<file path="src/rtl/seg_shadow_pkg.sv">
package seg_shadow_pkg;
  localparam int ADDR_W     = 32;
  localparam int SEL_W      = 16;
  localparam int RPL_W      = 2;
  localparam int IDX_W      = SEL_W - RPL_W - 1;
  localparam int LIM_W      = 20;
  localparam int PAGE_BITS  = ADDR_W - LIM_W;
  localparam int ATTR_W     = 12;
  localparam int DESC_SHIFT = 3;
  localparam int WORD_STEP  = 4;

  typedef struct packed {
    logic [ADDR_W-1:0] base;
    logic [ADDR_W-1:0] limit;
    logic [ATTR_W-1:0] attr;
    logic              nul;
  } seg_cache_t;

  typedef enum logic [1:0] {
    FS_IDLE = 2'd0,
    FS_LO   = 2'd1,
    FS_HI   = 2'd2
  } fetch_state_e;
endpackage

</file>
<file path="src/rtl/seg_sel_decode.sv">
module seg_sel_decode
  import seg_shadow_pkg::*;
(
  input  logic [SEL_W-1:RPL_W] sel_hi,
  input  logic [ADDR_W-1:0]    gdt_base,
  input  logic [ADDR_W-1:0]    ldt_base,
  output logic [ADDR_W-1:0]    desc_addr,
  output logic                 is_null
);
  logic [IDX_W-1:0]  idx;
  logic              tbl_sel;
  logic [ADDR_W-1:0] tbl_base;
  logic [ADDR_W-1:0] idx_ext;

  assign idx      = sel_hi[SEL_W-1:RPL_W+1];
  assign tbl_sel  = sel_hi[RPL_W];
  assign tbl_base = tbl_sel ? ldt_base : gdt_base;
  assign idx_ext  = {{(ADDR_W-IDX_W){1'b0}}, idx};
  assign desc_addr = tbl_base + (idx_ext << DESC_SHIFT);
  assign is_null  = (idx == '0) && !tbl_sel;
endmodule

</file>
<file path="src/rtl/seg_desc_fetch.sv">
module seg_desc_fetch
  import seg_shadow_pkg::*;
(
  input  logic              clk,
  input  logic              rst_n,
  input  logic              start,
  input  logic [ADDR_W-1:0] start_addr,
  output logic              mem_rd_req,
  output logic [ADDR_W-1:0] mem_rd_addr,
  input  logic [ADDR_W-1:0] mem_rd_data,
  input  logic              mem_rd_ack,
  output logic              busy,
  output logic              done,
  output logic [ADDR_W-1:0] lo_word
);
  fetch_state_e      state_q, state_d;
  logic [ADDR_W-1:0] addr_q, addr_d;
  logic [ADDR_W-1:0] lo_q, lo_d;
  logic              addr_en, lo_en;

  always_comb begin
    state_d = state_q;
    addr_d  = addr_q;
    lo_d    = lo_q;
    addr_en = 1'b0;
    lo_en   = 1'b0;
    done    = 1'b0;
    case (state_q)
      FS_IDLE: if (start) begin
        state_d = FS_LO;
        addr_d  = start_addr;
        addr_en = 1'b1;
      end
      FS_LO: if (mem_rd_ack) begin
        state_d = FS_HI;
        lo_d    = mem_rd_data;
        lo_en   = 1'b1;
        addr_d  = addr_q + ADDR_W'(WORD_STEP);
        addr_en = 1'b1;
      end
      FS_HI: if (mem_rd_ack) begin
        state_d = FS_IDLE;
        done    = 1'b1;
      end
      default: state_d = FS_IDLE;
    endcase
  end

  always_ff @(posedge clk or negedge rst_n) begin
    if (!rst_n) begin
      state_q <= FS_IDLE;
      addr_q  <= '0;
      lo_q    <= '0;
    end else begin
      state_q <= state_d;
      if (addr_en) addr_q <= addr_d;
      if (lo_en)   lo_q   <= lo_d;
    end
  end

  assign busy        = (state_q != FS_IDLE);
  assign mem_rd_req  = busy;
  assign mem_rd_addr = addr_q;
  assign lo_word     = lo_q;
endmodule

</file>
<file path="src/rtl/seg_desc_unpack.sv">
module seg_desc_unpack
  import seg_shadow_pkg::*;
(
  input  logic [ADDR_W-1:0] lo_word,
  input  logic [ADDR_W-1:0] hi_word,
  output seg_cache_t        cache
);
  logic [LIM_W-1:0] raw_lim;
  logic             gran;

  assign raw_lim = {hi_word[19:16], lo_word[15:0]};
  assign gran    = hi_word[23];

  always_comb begin
    cache.base  = {hi_word[31:24], hi_word[7:0], lo_word[31:16]};
    cache.limit = gran ? {raw_lim, {PAGE_BITS{1'b1}}}
                       : {{PAGE_BITS{1'b0}}, raw_lim};
    cache.attr  = {hi_word[23:20], hi_word[15:8]};
    cache.nul   = 1'b0;
  end
endmodule

</file>
<file path="src/rtl/seg_xlate.sv">
module seg_xlate
  import seg_shadow_pkg::*;
(
  input  logic              clk,
  input  logic              rst_n,
  input  logic              req,
  input  logic [ADDR_W-1:0] off,
  input  logic              stall,
  input  logic [ADDR_W-1:0] base,
  input  logic [ADDR_W-1:0] limit,
  input  logic              nul,
  output logic              valid,
  output logic [ADDR_W-1:0] lin,
  output logic              fault
);
  logic              accept;
  logic              fault_d, fault_q, valid_q;
  logic [ADDR_W-1:0] lin_d, lin_q;

  always_comb begin
    accept  = req && !stall;
    fault_d = nul || (off > limit);
    lin_d   = fault_d ? '0 : (base + off);
  end

  always_ff @(posedge clk or negedge rst_n) begin
    if (!rst_n) begin
      valid_q <= 1'b0;
      fault_q <= 1'b0;
      lin_q   <= '0;
    end else begin
      valid_q <= accept;
      if (accept) begin
        fault_q <= fault_d;
        lin_q   <= lin_d;
      end
    end
  end

  assign valid = valid_q;
  assign lin   = lin_q;
  assign fault = fault_q;
endmodule

</file>
<file path="src/rtl/seg_shadow_unit.sv">
module seg_shadow_unit
  import seg_shadow_pkg::*;
(
  input  logic              clk,
  input  logic              rst_n,
  input  logic              sel_wr,
  input  logic [SEL_W-1:0]  sel_wdata,
  input  logic [ADDR_W-1:0] gdt_base,
  input  logic [ADDR_W-1:0] ldt_base,
  output logic              mem_rd_req,
  output logic [ADDR_W-1:0] mem_rd_addr,
  input  logic [ADDR_W-1:0] mem_rd_data,
  input  logic              mem_rd_ack,
  output logic [SEL_W-1:0]  sel_q,
  output logic [RPL_W-1:0]  sel_rpl,
  output logic [ATTR_W-1:0] seg_attr,
  output logic              busy,
  input  logic              xl_req,
  input  logic [ADDR_W-1:0] xl_off,
  output logic              xl_valid,
  output logic [ADDR_W-1:0] xl_lin,
  output logic              xl_fault
);
  logic [SEL_W-1:0]  sel_r, sel_d;
  seg_cache_t        cache_q, cache_d, cache_new;
  logic              cache_en, sel_load, wr_null, fetch_start, fetch_done;
  logic [ADDR_W-1:0] desc_addr, lo_word;

  seg_sel_decode u_dec (
    .sel_hi    (sel_wdata[SEL_W-1:RPL_W]),
    .gdt_base  (gdt_base),
    .ldt_base  (ldt_base),
    .desc_addr (desc_addr),
    .is_null   (wr_null)
  );

  seg_desc_fetch u_fetch (
    .clk         (clk),
    .rst_n       (rst_n),
    .start       (fetch_start),
    .start_addr  (desc_addr),
    .mem_rd_req  (mem_rd_req),
    .mem_rd_addr (mem_rd_addr),
    .mem_rd_data (mem_rd_data),
    .mem_rd_ack  (mem_rd_ack),
    .busy        (busy),
    .done        (fetch_done),
    .lo_word     (lo_word)
  );

  seg_desc_unpack u_unpack (
    .lo_word (lo_word),
    .hi_word (mem_rd_data),
    .cache   (cache_new)
  );

  always_comb begin
    sel_load    = sel_wr && !busy;
    fetch_start = sel_load && !wr_null;
    sel_d       = sel_load ? sel_wdata : sel_r;
    cache_d     = cache_q;
    cache_en    = 1'b0;
    if (sel_load && wr_null) begin
      cache_d.nul = 1'b1;
      cache_en    = 1'b1;
    end else if (fetch_done) begin
      cache_d  = cache_new;
      cache_en = 1'b1;
    end
  end

  always_ff @(posedge clk or negedge rst_n) begin
    if (!rst_n) begin
      sel_r         <= '0;
      cache_q.base  <= '0;
      cache_q.limit <= '1;
      cache_q.attr  <= '0;
      cache_q.nul   <= 1'b0;
    end else begin
      sel_r <= sel_d;
      if (cache_en) cache_q <= cache_d;
    end
  end

  seg_xlate u_xl (
    .clk   (clk),
    .rst_n (rst_n),
    .req   (xl_req),
    .off   (xl_off),
    .stall (busy),
    .base  (cache_q.base),
    .limit (cache_q.limit),
    .nul   (cache_q.nul),
    .valid (xl_valid),
    .lin   (xl_lin),
    .fault (xl_fault)
  );

  assign sel_q    = sel_r;
  assign sel_rpl  = sel_r[RPL_W-1:0];
  assign seg_attr = cache_q.attr;
endmodule

</file>
<file path="config.mk">
export PLATFORM = sky130hd
export DESIGN_NAME = seg_shadow_unit
export DESIGN_NICKNAME = d
export VERILOG_FILES = /design/src/rtl/seg_shadow_pkg.sv /design/src/rtl/seg_sel_decode.sv /design/src/rtl/seg_desc_fetch.sv /design/src/rtl/seg_desc_unpack.sv /design/src/rtl/seg_xlate.sv /design/src/rtl/seg_shadow_unit.sv
export SDC_FILE = /design/constraint.sdc
export NUM_CORES = 1
export LEC_CHECK = 0
export CAP_MARGIN = 40
export CORE_MARGIN = 2
export CORE_UTILIZATION = 55
export DETAILED_ROUTE_END_ITERATION = 8
export PLACE_DENSITY_LB_ADDON = 0.08
export REMOVE_ABC_BUFFERS = 1
export SLEW_MARGIN = 20
export SYNTH_ARGS = -nofsm -noshare
export SYNTH_HDL_FRONTEND = slang
export SYNTH_HIERARCHICAL = 1
export SYNTH_SLANG_ARGS = --single-unit
</file>
<file path="constraint.sdc">
create_clock -name clk -period 3.6 [get_ports clk]
set_input_delay 0.72 -clock clk [delete_from_list [all_inputs] [get_ports clk]]
set_output_delay 0.72 -clock clk [all_outputs]
set_load 0.01 [all_outputs]
</file>
==> results.json <==
{
  "yosys_most_used_dff": "dfrtp_1",
  "dp_cells": 2042,
  "path_clk_slew_ns": 0.09,
  "hp-class": "in -> async",
  "skew_ns": 0.0221,
  "fmax_mhz": 308,
  "critPathArrivalTime_ns": 3.57,
  "grt_pass1_vias": 12381,
  "cts-resized-gates": 0,
  "numCtsBuffers": 17,
  "ys_seq_area_frac": 0.342,
  "period_needed_ns": 3.24,
  "crit_required_ns": 3.93,
  "reg2reg_depth": 10,
  "drc": 0,
  "root_buffer": "clkbuf_16",
  "ys_ff_latch": 193,
  "insertion_delay_ns": 0.45,
  "hold_buffers": 0,
  "rsz0062_at_grt": "false",
  "drv_cap": 0,
  "wire_per_inst_microns": 19.3,
  "ir_drop_v": 0.000420,
  "synth_area_leaders": "dfrtp_1, ha_1, nand2_1",
  "cts.sinks": 193,
  "setup_viol": 0,
  "r2r_slack_ns": 0.75,
  "io_pins": 247,
  "crit_start": "ldt_base[3]",
  "cts_tree": "built",
  "worst_pin_slew_ns": 0.777,
  "vias_per_cell": 6.02,
  "rows": 58,
  "synth-async-reset-ratio": 1.00,
  "timing.rr.end": "u_xl/lin[18]",
  "die-area_sq_um": 27200,
  "die_x_microns": 165,
  "path_class": "in -> reg",
  "yosysWarnings": 6,
  "drt_wl_total_microns": 40100,
  "powerDensity_nw_per_um2": 750,
  "cts_buffer_depth": 2,
  "layout.cells.non_filler": 2075,
  "dpl.hpwl_microns": 29000,
  "antenna_found_initial": 2,
  "synth_fa_ha_area_frac": 0.0705,
  "synth_most_common_cell": "nand2_1",
  "critPathLaunchType": "input pin",
  "yosysTopAreaCellShare": 0.283,
  "synth_edf_count": 0,
  "end_kind": "flop",
  "synth_cell_types": 91,
  "grt_pass1_wl_microns": 64100,
  "crit-reg2reg-launch": "cache_q[45]",
  "p_leak_nw": 7.24,
  "maxSlewViolCount": 0,
  "die_y_microns": 165,
  "drtAntennaViolNets": 0,
  "grt_max_degree": 72,
  "core_sq_um": 25300,
  "hold_ws_ns": 0.277,
  "critical_path.endpoint": "u_fetch/mem_rd_addr[15]",
  "syn_area_per_cell_sq_um": 9.08,
  "synth_compound_area_frac": 0.188,
  "initial_core_util": 0.562,
  "hold_viol": 0,
  "num-fill-cells": 2045,
  "synth_xor_xnor_area_share": 0.0351,
  "muxShareOfSynthArea": 0.0451,
  "htree_levels": 4,
  "gp_congestion": 0.897,
  "synth-simple-area-share": 0.240,
  "drive_gt1_frac": 0.144,
  "critPathMaxFanout": 3,
  "ys_top_cells_by_count": "nand2_1, dfrtp_1, a21oi_1",
  "cts_setup_buffers": 0,
  "dr_total_vias": 12483,
  "grt_usage": 0.298,
  "grt-ovfl-total": 0,
  "status": "completed",
  "synth_top_family_by_area": "simple AND/OR/NAND/NOR gates",
  "fin_crit_sh": 0.901,
  "slew-limit-headroom": 0.480,
  "yosysTopAreaCell": "dfrtp_1",
  "dr.pass1.iters": 5,
  "area_growth_pct": 21.7,
  "nNetsFinal": 1959,
  "power_mw": 13.0,
  "synthesis.area_sq_um": 14200,
  "port_buffers": 246,
  "syn-instance-count": 1568,
  "initialDrtViolationCount": 999
}
report_power, final:
group | total (mW) | switching (mW) | internal, mW
Sequential | 4.25 | 0.942 | 3.30
Combinational | 6.81 | 3.43 | 3.37
Clock | 1.93 | 0.952 | 0.982
worst min-delay path by stage:
| stage | end | slack (ns) | depth (start not counted) |
|---|---|---|---|
| detailed placement | u_fetch/lo_word[18] | 0.46 | 2 |
| finish | u_xl/valid | 0.28 | 1 |
| floorplan | cache_q[0] | 0.42 | 0 |
| CTS | u_xl/valid | 0.30 | 1 |
| global placement | u_fetch/lo_word[18] | 0.46 | 2 |
| global route | u_xl/valid | 0.32 | 1 |
worst max-delay path, cell delays in order:
cell and delay [ns]:
clkdlybuf4s50_1 0.39, mux2_2 0.26, ha_1 0.20, fa_1 0.39, a21o_1 0.22, a221oi_2 0.21
buf_4 0.18, nor4_4 0.06, a311oi_1 0.25, xnor2_1 0.16, nor2_1 0.06, a21oi_1 0.15
nor2_1 0.05, a311oi_1 0.26
registers in the layout (all words and copies together) (netlist names):
signal,cells
u_xl/fault,1
u_fetch/mem_rd_addr,32
seg_attr,12
u_fetch/state_q,2
u_xl/valid,1
sel_q,16
u_xl/lin,32
u_fetch/lo_word,32
cache_q,65
metal layers:
layer / GRT usage / part of all wire
met3: 0.0480 / 0.058
met4: 0.106 / 0.029
met2: 0.518 / 0.49
met5: 0 / 0.00032
met1: 0.375 / 0.42
final cells by class:
type / instances / area [sq um] / share of cell area
multi-input combinational: 1169 / 8280 / 0.478
inverter: 46 / 173 / 0.00997
sequential: 193 / 4870 / 0.281
clock buffer: 19 / 433 / 0.0250
clock inverter: 13 / 138 / 0.00795
timing repair buffer: 304 / 3010 / 0.174
tap: 330 / 413 / 0.0238
antenna: 1 / 2.50 / 0.000144
logic make-up after synthesis:
| family | after synthesis |
|---|---|
| buffers and inverters | 206 |
| other | 1 |
| xor gates and xnor gates | 57 |
| AOI/OAI and AO/OA | 357 |
| and+or+nand+nor | 622 |
| DFF | 193 |
| muxes | 53 |
| adders and majority gates | 79 |
layout by cell type, fill, tap and decap left out, types with 25 or more instances in the layout:
| cell type | instances |
|---|---|
| nand2_1 | 246 |
| clkdlybuf4s50_1 | 243 |
| dfrtp_1 | 161 |
| a21oi_1 | 87 |
| nand2b_1 | 82 |
| nand4b_1 | 79 |
| ha_1 | 77 |
| nor2_1 | 58 |
| o211ai_1 | 50 |
| buf_4 | 48 |
| inv_1 | 45 |
| dfstp_2 | 32 |
| xnor2_1 | 32 |
| a22o_1 | 32 |
| o211ai_2 | 30 |
| mux2_2 | 29 |
| xor2_1 | 25 |
| o21ai_0 | 25 |
| nand3_1 | 25 |
through the flow:
stage | setup WS (ns) | utilization | cell area (sq um) | TNS [ns]
floorplan | -5.63 | - | 13300 | -585.73
global placement | -0.0229 | 0.661 | 16700 | -0.0249
CTS | 0.348 | 0.684 | 17300 | 0
detailed placement | -0.0755 | 0.661 | 16700 | -0.272
finish | 0.357 | 0.684 | 17300 | 0
global route | 0.179 | 0.684 | 17300 | 0
No activity file was read; power rests on OpenSTA's default activity.
